File: config.mk
export PLATFORM = sky130hd
export DESIGN_NAME = fbpwm_top
export DESIGN_NICKNAME = d
export VERILOG_FILES = /design/src/rtl/fbpwm_pkg.sv /design/src/rtl/fbpwm_timebase.sv /design/src/rtl/fbpwm_trip.sv /design/src/rtl/fbpwm_gate.sv /design/src/rtl/fbpwm_top.sv
export SDC_FILE = /design/constraint.sdc
export NUM_CORES = 1
export LEC_CHECK = 0
export BUFFER_PORTS_ARGS = -buffer_cell sky130_fd_sc_hd__clkbuf_2
export CAP_MARGIN = 20
export CORE_AREA = 2 2 54 56
export CTS_CLUSTER_SIZE = 8
export DETAILED_ROUTE_END_ITERATION = 16
export DIE_AREA = 0 0 56 58
export PLACE_DENSITY = 0.74
export SLEW_MARGIN = 20
export SYNTH_ARGS = -nofsm -noshare
export SYNTH_HDL_FRONTEND = slang
export SYNTH_SLANG_ARGS = --single-unit
File: constraint.sdc
create_clock -name clk -period 1.6 [get_ports clk]
set_input_delay 0.16 -clock clk [delete_from_list [all_inputs] [get_ports clk]]
set_output_delay 0.16 -clock clk [all_outputs]
set_load 0.02 [all_outputs]
File: src/rtl/fbpwm_pkg.sv
package fbpwm_pkg;
  localparam int CW = 16;

  typedef enum logic {DIR_FWD = 1'b0, DIR_REV = 1'b1} dir_e;

  typedef struct packed {
    logic a;
    logic b;
    logic c;
    logic d;
  } bridge_t;

  // pulse level for a counter position against a latched width
  function automatic logic pwm_level(input logic [CW-1:0] pos, input logic [CW-1:0] width);
    return pos < width;
  endfunction

  // map direction, pulse and enable to the four switch levels
  function automatic bridge_t bridge_drive(input dir_e dir, input logic pulse, input logic en);
    bridge_t o;
    o = '0;
    if (en) begin
      if (dir == DIR_FWD) begin
        o.a = 1'b1;
        o.d = pulse;
      end else begin
        o.c = 1'b1;
        o.b = pulse;
      end
    end
    return o;
  endfunction
endpackage

File: src/rtl/fbpwm_timebase.sv
module fbpwm_timebase #(
  parameter int W = 8
) (
  input  logic         clk,
  input  logic         rst_n,
  input  logic [W-1:0] per_lim,
  input  logic [W-1:0] duty_in,
  input  logic         dir_in,
  output logic [W-1:0] cnt,
  output logic [W-1:0] duty_sh,
  output fbpwm_pkg::dir_e dir_act,
  output logic         bnd,
  output logic         pulse
);
  import fbpwm_pkg::*;

  assign bnd   = (cnt == per_lim);
  assign pulse = pwm_level(CW'(cnt), CW'(duty_sh));

  always_ff @(posedge clk or negedge rst_n) begin
    if (!rst_n) begin
      cnt     <= '0;
      duty_sh <= '0;
      dir_act <= DIR_FWD;
    end else if (bnd) begin
      cnt     <= '0;
      duty_sh <= duty_in;
      dir_act <= dir_e'(dir_in);
    end else begin
      cnt <= cnt + 1'b1;
    end
  end
endmodule

File: src/rtl/fbpwm_trip.sv
module fbpwm_trip #(
  parameter int SYNC = 2
) (
  input  logic clk,
  input  logic rst_n,
  input  logic fault_pin,
  input  logic cmp_trip,
  input  logic trip_sel,
  input  logic auto_rst,
  input  logic sw_clear,
  output logic trip_s,
  output logic shut_sts
);
  logic            trip_raw;
  logic [SYNC-1:0] sr;

  assign trip_raw = trip_sel ? cmp_trip : fault_pin;
  assign trip_s   = sr[SYNC-1];

  generate
    if (SYNC == 1) begin : g_one
      always_ff @(posedge clk or negedge rst_n) begin
        if (!rst_n) sr <= '0;
        else        sr <= trip_raw;
      end
    end else begin : g_chain
      always_ff @(posedge clk or negedge rst_n) begin
        if (!rst_n) sr <= '0;
        else        sr <= {sr[SYNC-2:0], trip_raw};
      end
    end
  endgenerate

  // a present fault wins over any clear request
  always_ff @(posedge clk or negedge rst_n) begin
    if (!rst_n)                   shut_sts <= 1'b0;
    else if (trip_s)              shut_sts <= 1'b1;
    else if (sw_clear || auto_rst) shut_sts <= 1'b0;
  end
endmodule

File: src/rtl/fbpwm_gate.sv
module fbpwm_gate (
  input  logic              clk,
  input  logic              rst_n,
  input  logic              bnd,
  input  logic              trip_s,
  input  logic              shut_sts,
  input  fbpwm_pkg::dir_e   dir_act,
  input  logic              pulse,
  output logic              run,
  output fbpwm_pkg::bridge_t drive
);
  import fbpwm_pkg::*;

  // drive is re-armed only at a period wrap with the status already clear
  always_ff @(posedge clk or negedge rst_n) begin
    if (!rst_n)                    run <= 1'b0;
    else if (trip_s)               run <= 1'b0;
    else if (bnd && !shut_sts)     run <= 1'b1;
  end

  assign drive = bridge_drive(dir_act, pulse, run);
endmodule

File: src/rtl/fbpwm_top.sv
module fbpwm_top #(
  parameter int W    = 8,
  parameter int SYNC = 2
) (
  input  logic         clk,
  input  logic         rst_n,
  input  logic [W-1:0] per_lim,
  input  logic [W-1:0] duty,
  input  logic         dir_rev,
  input  logic         fault_pin,
  input  logic         cmp_trip,
  input  logic         trip_sel,
  input  logic         auto_rst,
  input  logic         sw_clear,
  output logic         out_a,
  output logic         out_b,
  output logic         out_c,
  output logic         out_d,
  output logic         shut_sts,
  output logic         period_flag
);
  import fbpwm_pkg::*;

  logic [W-1:0] cnt;
  logic [W-1:0] duty_sh;
  dir_e         dir_act;
  logic         bnd;
  logic         pulse;
  logic         trip_s;
  logic         run;
  bridge_t      drive;

  fbpwm_timebase #(.W(W)) u_tb (
    .clk(clk), .rst_n(rst_n), .per_lim(per_lim), .duty_in(duty), .dir_in(dir_rev),
    .cnt(cnt), .duty_sh(duty_sh), .dir_act(dir_act), .bnd(bnd), .pulse(pulse)
  );

  fbpwm_trip #(.SYNC(SYNC)) u_trip (
    .clk(clk), .rst_n(rst_n), .fault_pin(fault_pin), .cmp_trip(cmp_trip),
    .trip_sel(trip_sel), .auto_rst(auto_rst), .sw_clear(sw_clear),
    .trip_s(trip_s), .shut_sts(shut_sts)
  );

  fbpwm_gate u_gate (
    .clk(clk), .rst_n(rst_n), .bnd(bnd), .trip_s(trip_s), .shut_sts(shut_sts),
    .dir_act(dir_act), .pulse(pulse), .run(run), .drive(drive)
  );

  assign out_a       = drive.a;
  assign out_b       = drive.b;
  assign out_c       = drive.c;
  assign out_d       = drive.d;
  assign period_flag = bnd;
endmodule

# Word level (Yosys, flattened, before mapping)
# Cells that the tools add are included.
dict set report totals {
  input_bits 24
  elab_cells 24
  register_bits 21
}
dict set report classes {
  n_mux 10
  addsub 1
  n_lt_le_gt_ge 1
  reduce_logical 5
  eq_ne 1
}
# operator n
set op_table {}
lappend op_table {{$add A8 B1 Y8 const B} 1}
lappend op_table {{$eq A8 B8 Y1} 1}
lappend op_table {{$lt A8 B8 Y1} 1}
lappend op_table {{$mux W8} 1}
lappend op_table {{$mux W1} 7}
lappend op_table {{$mux W4} 1}
lappend op_table {{$reduce_bool A2 Y1} 2}
lappend op_table {{$mux W2} 1}
lappend op_table {{$logic_and A1 B1 Y1} 1}
lappend op_table {{$logic_not A1 Y1} 1}
lappend op_table {{$logic_or A1 B1 Y1} 1}

# Depth between registers and ports, before layout
dict set report depth {
  ltp_word 4
  depth_mapped 6
  ltp_nobuf 6
}

# Hierarchy
# From an unflattened synthesis, not the netlist that was laid out.
dict set report unflattened {
  cells_unflattened 98
  hier_area_um2 1122.3
}
# module area_each_um2 seq_area_each_um2 instances cells_per_inst
set by_module_without_submodules {}
lappend by_module_without_submodules {fbpwm_timebase 945.9 425.4 1 83}
lappend by_module_without_submodules {fbpwm_trip 101.3 75.1 1 6}
lappend by_module_without_submodules {fbpwm_gate 75.1 25.0 1 9}

# Worst setup path before layout
# Ideal clock, no wire load.
dict set report synth_path {
  path_kind {flip-flop to output port}
  startpoint {reg u_tb.cnt[5]}
  endpoint {out out_b}
  required_ns 1.440
  path_buffers 0
  stages_incl_launch_ff 6
  slack_ns -0.165
  t_arrival_ns 1.605
  path_cell_list {dfrtp_1 ha_1 a21o_1 a21oi_1 nor2b_1 a211oi_1}
}
dict set report synth_between {
  elab_chain_len 3
}
# item line
set synth_lines {}
lappend synth_lines {{start, declared} fbpwm_timebase.sv:9} ;# output logic [W-1:0] cnt,
lappend synth_lines {{start signal, assigned} fbpwm_timebase.sv:30} ;# cnt <= cnt + 1'b1;
lappend synth_lines {{$lt A8 B8 Y1} fbpwm_pkg.sv:15} ;# return pos < width;
lappend synth_lines {{$mux W2} fbpwm_pkg.sv:23} ;# if (dir == DIR_FWD) begin
lappend synth_lines {{$mux W4} fbpwm_pkg.sv:22} ;# if (en) begin
lappend synth_lines {{end, declared} fbpwm_top.sv:16} ;# output logic out_b,
# Every way passes these cells.

# Worst setup path after layout
dict set report layout_path {
  startpoint {reg u_tb.duty_sh[5]}
  endpoint {out out_b}
}
dict set report layout_between {
  elab_chain_len 3
}
# item line
set layout_lines {}
lappend layout_lines {{start, declared} fbpwm_timebase.sv:10} ;# output logic [W-1:0] duty_sh,
lappend layout_lines {{start signal, assigned} fbpwm_timebase.sv:27} ;# duty_sh <= duty_in;
lappend layout_lines {{$lt A8 B8 Y1} fbpwm_pkg.sv:15}
lappend layout_lines {{$mux W2} fbpwm_pkg.sv:23}
lappend layout_lines {{$mux W4} fbpwm_pkg.sv:22}
# Every way passes these cells.

==> qor.log <==
[hold_path] hold depth 2
[run_status] outcome complete, but fails checks
[place] instance area at placement 1373 µm²
[setup_path] maximum fanout count along the critical path 2
[setup_path] Reg2Reg Capture Point u_tb.duty_sh[1]
[setup_path] slowest CP cell sky130_fd_sc_hd__dfrtp_1
[sta] Worst Tran Pin Value 517.0 ps
[synth] fraction of registers with async set/reset 100.0%
[clock_network] count of H-tree levels built during CTS 1
[cells_and_area] final std cell area, no fill 1540 µm²
[sta] post-layout worst setup margin -298.6 ps
[synth] Mapped Area 1159 µm²
[synth] Unique masters post-synth 27
[synth] mean instance size in the synthesized netlist 11.94 µm²
[place] RD Place Congestion 0.8325
[floorplan] overall die area 3248 µm²
[synth] library cell with the highest instance count after synthesis sky130_fd_sc_hd__dfrtp_1
[synth] instance count of the mapped netlist 97
[synth] dominant cell type by area after synthesis sky130_fd_sc_hd__dfrtp_1
[hold_path] Worst Hold Path EP u_tb.duty_sh[3]
[setup_path] worst stage delay on the critical path 370 ps
[drt] vias per std cell 4.914
[drt] routed wirelength normalized by instance count 12.79 µm
[power_and_ir_drop] Switch Pwr 0.0007695 W
[drt] number of optimization iterations in the first detailed-route pass 4
[synth] leading post-synthesis cells by cell area sky130_fd_sc_hd__dfrtp_1 (45%), sky130_fd_sc_hd__ha_1 (8.6%), sky130_fd_sc_hd__mux2_2 (6.8%)
[floorplan] number of core rows 19
[sta] Max Fclk 0.5267 GHz
[power_and_ir_drop] leakage power 0.7777 nW
[setup_path] critical path startpoint category flop
[synth] post-synthesis sequential element count 21
[sta] smallest hold slack 68.42 ps
[clock_network] clock latency of the later-clocked register in the worst-skew pair 300 ps
[sta] final slew viol count 0
[hold_path] Worst Min Path Start duty[3]
[drt] Residual DRC 0
[cells_and_area] number of fill cells in the layout 232
[setup_path] CP required 1440 ps
[synth] Yosys top cell area share 45.36%
[setup_path] crit path capture type output pin
[clock_network] CTS Root Cell sky130_fd_sc_hd__clkbuf_4
[drt] Starting DRT DRC Count 15
[grt] via count of the first global-routing pass 872
[place] Buffers on Ports 29
[sta] final count of hold timing violations 0
[floorplan] area of the placeable core 2663 µm²
[drt] post-detailed-route count of antenna-violating nets 0
[clock_network] CTS Sinks 21
[synth] Synth Area in Simple Gates 15.33%
[sta] final critical path time including I/O delays and setup 1899 ps
[cells_and_area] antenna cell count 0
[sta] final setup skew 9.382 ps
[grt] gr ovfl total 0
[floorplan] x dimension of the die 56 µm
[synth] ranking of synthesized cells by instance count sky130_fd_sc_hd__dfrtp_1 (21), sky130_fd_sc_hd__ha_1 (8), sky130_fd_sc_hd__nor2_1 (8), sky130_fd_sc_hd__xnor2_1 (8)
[sta] endpoints failing setup 11
[power_and_ir_drop] clock group share of total power 12.4%
[power_and_ir_drop] register share of total power 39.1%
[synth] main flop type after synthesis sky130_fd_sc_hd__dfrtp_1
[place] half-perimeter wire length after detailed placement 1682 µm
[run_status] violated checks negative setup slack
[setup_path] kind of critical path flop to output pin
[clock_network] CTS tree built
[grt] pin count of the biggest net entering global routing 22
[clock_network] Worst-path clk slew 120 ps
[setup_path] Crit path arrival time 1740 ps
[power_and_ir_drop] maximum vdd drop 0.0008213 V
[grt] first-pass GRT wire length 3712 µm
[sta] setup repair after global routing missed its margin yes
[synth] synthesized-area fraction occupied by ao, oa, aoi and oai cells 5.184%
[setup_path] logic depth of the worst register-to-register path 5
[floorplan] Top-Level Pins 30
[cells_and_area] share of post-route cells with drive strength above 1 48.25%
[grt] overall routing resource usage 14.56%
[setup_path] cell chain of the critical path inv_1 > ha_1 > a21o_1 > a21oi_2 > nor2b_1 > a211oi_1 > buf_4
[synth] multiplexer area fraction after synthesis 10.04%
[floorplan] Vert. Die Dim 58 µm
[cells_and_area] net count reported at finish 176
[synth] Post-synth EDFFs 0
[sta] ratio of final minimum period to clock period 118.7%
[run] maxcap violations 0
[synth] adder-cell share of the synthesized area 8.639%
[hold_path] class of the tightest hold or removal check primary input to flop
[floorplan] starting utilization of the core area 43.52%
[clock_network] Max Root-Sink Buffers 2
[power_and_ir_drop] proportion of power drawn by combinational gates 48.5%
[synth] main combinational cell family by area after synthesis simple AND/OR/NAND/NOR gates
[clock_network] cts bufs inserted 3
[synth] synthesized net count 129
[synth] number of synthesis warnings 0
[setup_path] worst reg-to-reg setup slack -50 ps
[power_and_ir_drop] post-layout total power 0.002075 W
[cells_and_area] synth-to-layout area growth 32.94%
[synth] sequential cell area fraction in the yosys report 45.36%
[power_and_ir_drop] switching part of the total power 37.08%
[power_and_ir_drop] power density over cell area 1347 nW/µm²
[power_and_ir_drop] Internal Power 0.001306 W
[drt] via count 855
[sta] Slew Limit Headroom 65.54%
[grt] number of antenna violations at the first check in global routing 0
[synth] xor and xnor fraction of the mapped netlist area 11.88%
[setup_path] R2R Path Start u_tb.cnt[3]
[drt] total wire length after detailed routing 2225 µm
==> stage by stage <==
stage | worst slack, ps | std cells | utilization (%) | setup TNS (ps)
finish | -298.6 | 174 | 57.85 | -902.4
global route | -384.3 | 174 | 57.85 | -1706
floorplan | -165.0 | 97 | - | -330.0
detailed placement | -39.99 | 162 | 51.55 | -150.3
global placement | -19.20 | 162 | 51.55 | -33.65
CTS | -284.9 | 172 | 55.12 | -1286
==> layout make-up <==
class	count	area [µm²]	share of cell area, %
well taps	31	38.79	2.518
inverters	7	26.28	1.706
multi-input cells	68	660.6	42.89
clock inverters	1	5.005	0.3249
flip-flops and latches	21	526.8	34.20
repair buffers	43	260.3	16.90
clock buffers	3	22.52	1.462
==> cells by family (layout without fill, tap and decap cells) <==
logic type | after synthesis | in the layout
AND/OR/NAND/NOR | 27 | 27
flip-flops | 21 | 21
XOR/XNOR | 14 | 14
multiplexers | 10 | 10
AO/OA/AOI/OAI | 9 | 9
adder cells (fa/ha/maj) | 8 | 8
buffers and inverters | 8 | 54
==> power groups by stage <==
stage	clock network, W	registers (W)	logic, W
floorplan	0	0.000812	0.000542
finish	0.000256	0.000812	0.00101
CTS	0.000260	0.000803	0.000912
global route	0.000292	0.000835	0.00111
detailed placement	0	0.000825	0.000806
global placement	0	0.000813	0.000759
==> how the worst max path moves through the flow <==
stage | end | startpoint | cells past startpoint | slack (ps)
final | out_b | u_tb.duty_sh[5] | 7 | -300
after global routing | out_b | u_tb.duty_sh[5] | 7 | -380
after CTS | out_d | u_tb.duty_sh[5] | 7 | -280
after detailed placement | out_d | u_tb.cnt[5] | 6 | -40
after global placement | out_d | u_tb.cnt[5] | 6 | -20
after floorplan | out_b | u_tb.cnt[5] | 5 | -160
==> what timing repair did <==
| item | CTS | global route |
|---|---|---|
| pin swaps | 9 | 2 |
| hold buffers | 1 | 0 |
| endpoints found under the hold margin | 21 | 0 |
| gates resized for setup | 6 | 12 |
| setup endpoints to repair | 11 | 16 |
| setup buffers | 5 | 2 |
==> routing by layer <==
metal | global-route usage [%] | part of all wire, % | vias up
met1 | 17.70 | 40 | 410
li1 | - | - | 419
met2 | 27.90 | 55 | 24
met4 | 3.401 | 0.090 | 0
met5 | 0 | 0 | -
met3 | 1.339 | 3.9 | 2
==> cell usage in the layout, fill, tap and decap left out, types with 3 or more instances in the layout <==
| cell type | count |
|---|---|
| sky130_fd_sc_hd__buf_4 | 16 |
| sky130_fd_sc_hd__nor2b_1 | 3 |
| sky130_fd_sc_hd__xor2_1 | 4 |
| sky130_fd_sc_hd__nand3_1 | 4 |
| sky130_fd_sc_hd__xnor2_1 | 3 |
| sky130_fd_sc_hd__ha_1 | 8 |
| sky130_fd_sc_hd__inv_1 | 7 |
| sky130_fd_sc_hd__clkbuf_4 | 3 |
| sky130_fd_sc_hd__nand2b_1 | 3 |
| sky130_fd_sc_hd__clkbuf_2 | 26 |
| sky130_fd_sc_hd__mux2_2 | 7 |
| sky130_fd_sc_hd__dfrtp_1 | 20 |
| sky130_fd_sc_hd__nor2_1 | 8 |
| sky130_fd_sc_hd__xnor2_2 | 6 |
==> critical path, delay by kind of cell (launching register included) <==
kind                       cells  cell delay [ps]
buffers and inverters          2              230
adders and majority gates      1              300
and+or+nand+nor                1               60
DFF                            1              370
AOI/OAI and AO/OA              3              470
==> registers in the layout (all words and copies together), names as in the netlist <==
| signal | count |
|---|---|
| u_tb.dir_act | 1 |
| u_gate.run | 1 |
| u_trip.sr | 2 |
| u_tb.cnt | 8 |
| u_trip.shut_sts | 1 |
| u_tb.duty_sh | 8 |
No activity file was read; power rests on OpenSTA's default activity.
